==> src/rtl/fsb_pkg.sv <==
package fsb_pkg;
  typedef enum logic {
    ORDER_LINEAR     = 1'b0,
    ORDER_INTERLEAVE = 1'b1
  } burst_order_e;

  // low address bits of beat n for a burst that began at first
  function automatic logic [1:0] burst_low(input logic [1:0] first,
                                           input logic [1:0] n,
                                           input logic mode);
    if (burst_order_e'(mode) == ORDER_INTERLEAVE) return first ^ n;
    return first + n;
  endfunction
endpackage

==> src/rtl/fsb_addr_ctrl.sv <==
module fsb_addr_ctrl #(
  parameter int ADDR_W = 6
) (
  input  logic              clk,
  input  logic              rst_n,
  input  logic [ADDR_W-1:0] addr,
  input  logic              load,
  input  logic              ce_ok,
  input  logic              adv,
  input  logic              mode,
  output logic [ADDR_W-1:0] next_addr,
  output logic [ADDR_W-1:0] cur_addr,
  output logic              next_sel,
  output logic              sel_q,
  output logic [1:0]        cnt_q
);
  import fsb_pkg::*;
  localparam int HI_W = ADDR_W - 2;

  logic [HI_W-1:0] hi_q, next_hi;
  logic [1:0]      first_q, next_first, next_cnt;

  always_comb begin
    next_hi    = load ? addr[ADDR_W-1:2] : hi_q;
    next_first = load ? addr[1:0] : first_q;
    next_sel   = load ? ce_ok : sel_q;
    if (load)     next_cnt = 2'd0;
    else if (adv) next_cnt = cnt_q + 2'd1;
    else          next_cnt = cnt_q;
  end

  assign next_addr = {next_hi, burst_low(next_first, next_cnt, mode)};
  assign cur_addr  = {hi_q, burst_low(first_q, cnt_q, mode)};

  always_ff @(posedge clk or negedge rst_n) begin
    if (!rst_n) begin
      hi_q    <= '0;
      first_q <= '0;
      cnt_q   <= '0;
      sel_q   <= 1'b0;
    end else begin
      hi_q    <= next_hi;
      first_q <= next_first;
      cnt_q   <= next_cnt;
      sel_q   <= next_sel;
    end
  end
endmodule

==> src/rtl/fsb_lane_decode.sv <==
module fsb_lane_decode #(
  parameter int LANES = 4
) (
  input  logic             wr_all,
  input  logic             wr_byte,
  input  logic [LANES-1:0] lane_en,
  input  logic             allow,
  output logic [LANES-1:0] mask
);
  always_comb begin
    if (!allow)       mask = '0;
    else if (wr_all)  mask = '1;
    else if (wr_byte) mask = lane_en;
    else              mask = '0;
  end
endmodule

==> src/rtl/fsb_lane_array.sv <==
module fsb_lane_array #(
  parameter int ADDR_W    = 6,
  parameter int LANES     = 4,
  parameter int LANE_BITS = 9
) (
  input  logic                       clk,
  input  logic [LANES-1:0]           we_mask,
  input  logic [ADDR_W-1:0]          waddr,
  input  logic [LANES*LANE_BITS-1:0] wdata,
  input  logic [ADDR_W-1:0]          raddr,
  output logic [LANES*LANE_BITS-1:0] rdata
);
  localparam int DEPTH = 1 << ADDR_W;

  for (genvar g = 0; g < LANES; g++) begin : g_lane
    logic [LANE_BITS-1:0] store [DEPTH];
    always_ff @(posedge clk) begin
      if (we_mask[g]) store[waddr] <= wdata[g*LANE_BITS +: LANE_BITS];
    end
    assign rdata[g*LANE_BITS +: LANE_BITS] = store[raddr];
  end
endmodule

==> src/rtl/fs_burst_sram.sv <==
module fs_burst_sram #(
  parameter int ADDR_W    = 6,
  parameter int LANES     = 4,
  parameter int LANE_BITS = 9
) (
  input  logic                       clk,
  input  logic                       rst_n,
  input  logic [ADDR_W-1:0]          addr,
  input  logic                       cpu_ads,
  input  logic                       ctl_ads,
  input  logic                       adv,
  input  logic                       sel0_n,
  input  logic                       sel1,
  input  logic                       sel2_n,
  input  logic                       wr_all,
  input  logic                       wr_byte,
  input  logic [LANES-1:0]           lane_en,
  input  logic                       oe,
  input  logic                       burst_mode,
  input  logic [LANES*LANE_BITS-1:0] data_i,
  output logic [LANES*LANE_BITS-1:0] data_o,
  output logic                       data_en
);
  logic              ce_ok, load, allow, rd_q, next_sel, sel_q;
  logic [1:0]        cnt_q;
  logic [LANES-1:0]  we_mask;
  logic [ADDR_W-1:0] next_addr, cur_addr;

  assign ce_ok = !sel0_n && sel1 && !sel2_n;
  assign load  = cpu_ads || ctl_ads;
  // a processor strobe edge is always a read
  assign allow = next_sel && !cpu_ads;

  fsb_addr_ctrl #(.ADDR_W(ADDR_W)) u_addr (
    .clk(clk), .rst_n(rst_n), .addr(addr), .load(load), .ce_ok(ce_ok),
    .adv(adv), .mode(burst_mode), .next_addr(next_addr),
    .cur_addr(cur_addr), .next_sel(next_sel), .sel_q(sel_q), .cnt_q(cnt_q)
  );

  fsb_lane_decode #(.LANES(LANES)) u_dec (
    .wr_all(wr_all), .wr_byte(wr_byte), .lane_en(lane_en),
    .allow(allow), .mask(we_mask)
  );

  fsb_lane_array #(.ADDR_W(ADDR_W), .LANES(LANES), .LANE_BITS(LANE_BITS)) u_mem (
    .clk(clk), .we_mask(we_mask), .waddr(next_addr), .wdata(data_i),
    .raddr(cur_addr), .rdata(data_o)
  );

  always_ff @(posedge clk or negedge rst_n) begin
    if (!rst_n) rd_q <= 1'b0;
    else        rd_q <= ~|we_mask;
  end

  assign data_en = oe && sel_q && rd_q;
endmodule

==> config.mk <==
export PLATFORM = sky130hd
export DESIGN_NAME = fs_burst_sram
export DESIGN_NICKNAME = d
export VERILOG_FILES = /design/src/rtl/fsb_pkg.sv /design/src/rtl/fsb_addr_ctrl.sv /design/src/rtl/fsb_lane_decode.sv /design/src/rtl/fsb_lane_array.sv /design/src/rtl/fs_burst_sram.sv
export SDC_FILE = /design/constraint.sdc
export NUM_CORES = 2
export LEC_CHECK = 0
export BUFFER_PORTS_ARGS = -buffer_cell sky130_fd_sc_hd__buf_4
export CAP_MARGIN = 20
export CORE_UTILIZATION = 40
export DETAILED_ROUTE_END_ITERATION = 10
export PLACE_DENSITY = 0.55
export SLEW_MARGIN = 20
export SYNTH_ARGS = -nofsm -noshare
export SYNTH_HDL_FRONTEND = slang
export SYNTH_SLANG_ARGS = --single-unit
==> constraint.sdc <==
create_clock -name clk -period 4.55 [get_ports clk]
set_input_delay 0.2275 -clock clk [delete_from_list [all_inputs] [get_ports clk]]
set_output_delay 0.2275 -clock clk [all_outputs]
set_load 0.005 [all_outputs]
### After elaboration in Yosys (flattened, before gate mapping)

Memories as Yosys holds them, arrays and structs flattened.
Cells that the tools add are included.

| word-level totals | value |
|---|---|
| register bits | 10 |
| memories | 4 |
| input port bits | 58 |
| memory bits (writable) | 2304 |
| word-level logic and storage cells | 46 |
| output and inout port bits | 37 |

| operators by class | value |
|---|---|
| bitwise operators | 2 |
| muxes and demuxes | 21 |
| reduce and logical (&&, ||, !) cells | 11 |
| add/subtract/negate cells | 3 |

Memory list:

| memory | depth | width | rd ports | clocked after memory_dff | write ports | line | source |
|---|---|---|---|---|---|---|---|
| u_mem.g_lane[0].store | 64 | 9 | 1 | 0 | 1 | fsb_lane_array.sv:16 | `logic [LANE_BITS-1:0] store [DEPTH];` |
| u_mem.g_lane[1].store | 64 | 9 | 1 | 0 | 1 | fsb_lane_array.sv:16 |  |
| u_mem.g_lane[2].store | 64 | 9 | 1 | 0 | 1 | fsb_lane_array.sv:16 |  |
| u_mem.g_lane[3].store | 64 | 9 | 1 | 0 | 1 | fsb_lane_array.sv:16 |  |

Operators with widths:

| operator | count |
|---|---|
| 2-to-1 mux 4 bit | 4 |
| 2-to-1 mux 2 bit | 7 |
| 2-to-1 mux 1 bit | 10 |
| logical AND 1 bit | 5 |
| adder 2 bit | 2 |
| logical NOT 1 bit | 4 |
| OR reduction 4 bit | 1 |
| bitwise XOR 2 bit | 2 |
| adder 2 x 1 -> 2 bit (second input constant) | 1 |
| logical OR 1 bit | 1 |

### Logic depth before layout (Yosys ltp)

| logic depth | value |
|---|---|
| word-level depth | 8 |
| depth in mapped cells | 12 |
| depth with buffers taken out | 7 |

### By module

A second synthesis with hierarchy kept.

| second synthesis, totals | value |
|---|---|
| cells, all modules | 4072 |
| area, all modules | 89759.8 µm² |

Modules (own cells, without submodules):

| module | seq. area each (µm²) | times used | cells an instance | area an instance (µm²) |
|---|---|---|---|---|
| fsb_lane_array | 69186.4 | 1 | 4027 | 89213.1 |
| fsb_addr_ctrl | 225.2 | 1 | 31 | 437.9 |
| fs_burst_sram | 25.0 | 1 | 6 | 63.8 |
| fsb_lane_decode | 0.0 | 1 | 8 | 45.0 |

### Least setup slack after synthesis

Ideal clock, no wire load.

| timing path | value |
|---|---|
| kind | input to register |
| start point | input ctl_ads |
| end point | memory u_mem.g_lane[2].store[59][0], enable pin |
| data required time | 4176 ps |
| path buffers | 1 |
| setup time | 374 ps |
| cell stages on the path | 8 |
| data arrival time | 2294 ps |
| slack | 1882 ps |
| cells stage by stage | nor2_2 > mux2_2 > ha_1 > nand2b_1 > xor2_1 > nand3_1 > clkbuf_1 > nor2_1 |

| between the ends | value |
|---|---|
| elaborated cells on any way between the ends | 13 |
| those cells by class | add/sub (1); mux (9); bitwise (1); reduce/logical (2) |

RTL lines:

| item | line | source |
|---|---|---|
| start: declaration | fs_burst_sram.sv:10 | `input logic ctl_ads,` |
| logical OR 1 bit * | fs_burst_sram.sv:30 | `assign load = cpu_ads \|\| ctl_ads;` |
| 2-to-1 mux 2 bit * | fsb_addr_ctrl.sv:25 | `next_first = load ? addr[1:0] : first_q;` |
| named net u_addr.next_first[0] | fsb_addr_ctrl.sv:21 | `logic [1:0] first_q, next_first, next_cnt;` |
| branches (longest 2 deep; another with adder 2 bit) | -- |  |
| 2-to-1 mux 2 bit * | fsb_pkg.sv:12 | `return first + n;` |
| end: declaration | fsb_lane_array.sv:16 |  |

Mark *: on every way through the listed nets, which the timed path passes. The select of a mux whose other input is x is not followed.

### Final worst setup path

| timing path | value |
|---|---|
| start point | register u_addr.cnt_q[0] |
| end point | output data_o[7] |

| between the ends | value |
|---|---|
| cells in the longest elaborated chain, start to end | 4 |
| elaborated cells on any way between the ends | 5 |
| those cells by class | add/sub (1); mux (2); bitwise (1); memory (1) |

Ends and longest elaborated chain:

| item | line | source |
|---|---|---|
| start: declaration | fsb_addr_ctrl.sv:15 | `output logic [1:0] cnt_q` |
| start signal: assignment | fsb_addr_ctrl.sv:44 | `cnt_q <= next_cnt;` |
| branches (longest 2 deep; another with adder 2 bit) | -- |  |
| 2-to-1 mux 2 bit * | fsb_pkg.sv:12 |  |
| memory (64 x 9 bit) * | -- |  |
| end: declaration | fs_burst_sram.sv:21 | `output logic [LANES*LANE_BITS-1:0] data_o,` |

Mark *: on every way between the ends. The select of a mux whose other input is x is not followed.

==> results <==
- The run finished, with violations left.
- The final reports fail on design-rule violations.
- The total of endpoints with negative setup slack in the final report is 0.
- The first-pass GRT wire length is 404000 um.
- After detailed routing, the average wire length per cell comes to 29.6 um.
- The clock tree from TritonCTS is done.
- Hold is met by 0.383 ns.
- The synthesized design spends more area on one cell type than any other, namely edfxtp_1.
- The final hold violation count is 0.
- The number of antenna violations at the first check in global routing was 23.
- Once the floorplan was initialized, standard cells occupied 40.3% of the core.
- For this run, the leading register cell type out of synthesis is edfxtp_1.
- The async set or reset register ratio after synthesis is 0.432%.
- The remaining global-route overflow is 0.
- The number of nets in the synthesized netlist is 5914.
- The final non-filler cell area is 112000 um2.
- The worst setup path is launched from a flop.
- In this run the deepest clock path goes through 3 buffers.
- The register-to-register path setup slack is 0.51 ns.
- The area used by multi-input combinational logic is 24700 um2.
- The die area is 242000 um2.
- The final setup skew is 0.0355 ns.
- The vias per cell is 5.95.
- The total routing usage reported by global routing is 23.1%.
- The number of pins exceeding their max-slew limit in the final report is 0.
- By count the netlist is led by edfxtp_1, nand2_1, mux4_2, mux2i_1, nor2_1.
- The first-pass iteration count of the detailed router is 9.
- The clock transition time at the flip-flop clock pins of the worst setup and hold paths is 0.07 ns.
- The number of storage elements in the synthesis netlist is 2314.
- 95 I/O pins were placed.
- The via count of the routed design is 57264.
- The path class of the lowest-slack min-delay path is input pin to flop.
- The post-route non-filler standard cell count is 9632.
- At the pin with the least slew margin, the transition time is 1.06 ns.
- In this run the static leakage power is 36.1 nW.
- After detailed routing, the number of remaining DRC violations is 6.
- Entering global routing, the biggest net connects 174 pins.
- Summed over its instances, the top area cell type makes up 72.1% of the synthesized netlist area.
- The number of maximum-capacitance violations is 0.
- The sequential cell area is 69500 um2.
- The floorplan step set the die width to 492 um.
- At the end of routability-driven placement, the weighted congestion stood at 0.814.
- The maximum level of the CTS H-tree is 4.
- The end-of-flow core utilization is 46.8%.
- The part of the Yosys area used for sequential elements is 72.4%.
- The type of the worst setup path is flop to output port.
- The synthesized netlist occupies a cell area of 96000 um2.
- The area growth from synthesis to layout is 16.2%.
- The number of placed cells counting well taps is 9109.
- For this run, the top clock speed supported by timing is 0.223 GHz.
- STA classifies the critical path endpoint as an output port.
- The completed layout was analyzed and its total power is 48.1 mW.
- The total power density per cell area is 432 nW/um2.
- The floorplan step set the die height to 492 um.
- The via count of the first global-routing pass came to 55526.
- Yosys mapped a number of flops with a built-in enable equal to 2304.
- The filler cells instantiated in the layout total 20131.
- The clock sink count is 2314.
- Detailed placement finished with a half-perimeter wire length of 169000 um.
- The first routing iteration left 6352 violations.
- Counting I/O delays and the setup requirement, the final critical path takes 4.48 ns.
- The mean instance size in the synthesized netlist is 16.4 um2.
- The top fanout value on the critical path is 12.
- The worst pin sits at a relative slew slack of 29.1%.
- The clock tree root buffer cell is clkbuf_16.
- The number of unique standard cell types used by synthesis is 62.
- In the post-synthesis netlist, the biggest area contributors are edfxtp_1, mux4_2, mux2i_1.
- Setup repair after global routing could not meet its margin everywhere.
- The worst IR drop on VDD is 0.407 mV.
- The placeable core region is 238000 um2.
- The arrival time of data at the critical path endpoint is 4.25 ns.
- The required time of the critical path is 4.32 ns.
- The clock buffer count from CTS is 235.
- Once placement finished, the instance area stood at 102000 um2.
- The count of port buffers added during placement is 94.
- The library cell with the highest instance count after synthesis is edfxtp_1.
- Of the available clock period, the critical path in the final layout requires 98.5%.
- The Yosys step of the flow raised 0 warnings.
- Of the cells placed in the final design, the portion with a size suffix greater than 1 is 20.4%.
- The routed design has 285000 um of wire.
- The count of antenna-violating nets left after detailed routing is 0.
- The clock latency on the worst-skew pair is 0.88 ns.
- The initialized floorplan defines 179 standard-cell rows.
- The cell count after synthesis came out at 5854.
- In the final design database the tool counted 6320 nets.
-- area by class of cell --
class / instances / area share [%]
clock inverters: 162 / 1.28
flip-flops and latches: 2314 / 62.3
clock buffers: 275 / 5.50
diodes: 5 / 0.0112
repair buffers: 638 / 5.22
inverters: 7 / 0.0247
well taps: 3167 / 3.55
multi-input cells: 3064 / 22.1
-- layout by cell type (no fill, tap or decap), types with 77 or more instances in the layout --
master	count
nor3_1	228
mux4_2	331
a21oi_1	117
nor2_1	289
a31oi_1	138
clkinv_1	77
nand2_1	688
buf_4	517
edfxtp_1	2304
clkbuf_16	243
mux2i_1	311
nor4_1	130
o41ai_1	82
nand3_1	157
-- power breakdown --
part	leakage [nW]	switching, mW	total (mW)	internal (mW)
registers	20.8	0.0348	23.5	23.5
clock network	3.67	8.21	19.1	10.8
logic	11.6	3.59	5.57	1.97
-- timing repair --
item | 4_1_cts | 5_1_grt
hold buffers | 56 | 0
cloned | 6 | 4
endpoints found under the hold margin | 2270 | 0
resized for setup | 42 | 35
pin swaps | 4 | 9
setup buffers | 7 | 9
setup endpoints to repair | 36 | 29
-- cell families after synthesis --
| group | Yosys count | synth area share (%) |
|---|---|---|
| XOR/XNOR | 8 | 0.112 |
| adder cells (fa/ha/maj) | 2 | 0.0261 |
| flip-flops | 2314 | 72.4 |
| AO/OA/AOI/OAI | 699 | 5.37 |
| AND/OR/NAND/NOR | 1706 | 8.55 |
| buffers and inverters | 477 | 2.45 |
| multiplexers | 648 | 11.1 |
-- sequential cells by signal (all words and copies together) (netlist names) --
register / flops
rd_q: 1
u_addr.cnt_q: 2
u_addr.first_q: 2
u_addr.hi_q: 4
u_addr.sel_q: 1
u_mem.g_lane.store: 2304
-- worst paths after layout --
path	startpoint	end	cells past startpoint
setup / recovery	u_addr.cnt_q[0]	data_o[7]	10
hold / removal	addr[3]	u_addr.hi_q[1]	4
setup reg to reg	u_addr.cnt_q[0]	u_mem.g_lane[0].store[28][7]	11
hold reg to reg	u_addr.hi_q[1]	u_addr.hi_q[1]	2
max in group asynchronous	rst_n	u_addr.hi_q[2]	3
min in group asynchronous	rst_n	u_addr.hi_q[0]	3
-- critical path, cell delays in order, from the launching register on --
cell       delay (ns)
dfrtp_1          0.45
ha_4             0.32
buf_4            0.19
or2_2            0.35
nor3_4           0.69
buf_4            0.42
nand3_1          0.11
o2111ai_1        0.25
a32oi_2          0.16
buf_4            0.25
buf_4            0.15
-- routing by layer --
metal  vias up  wire length (um)  track usage [%]
met4         2              8960             7.24
met1     30029            121000             32.7
li1      24451                 -                -
met3       403             21000             3.55
met5         -                12                0
met2      2379            134000             36.7
-- stage by stage --
step                      setup TNS (ns)  setup slack [ns]
after floorplan                        0              1.88
after global placement                 0             0.298
after detailed placement               0             0.418
after CTS                        -0.0434           -0.0285
after global routing             -0.0363           -0.0137
final                                  0            0.0682
No activity file was read; power rests on OpenSTA's default activity.
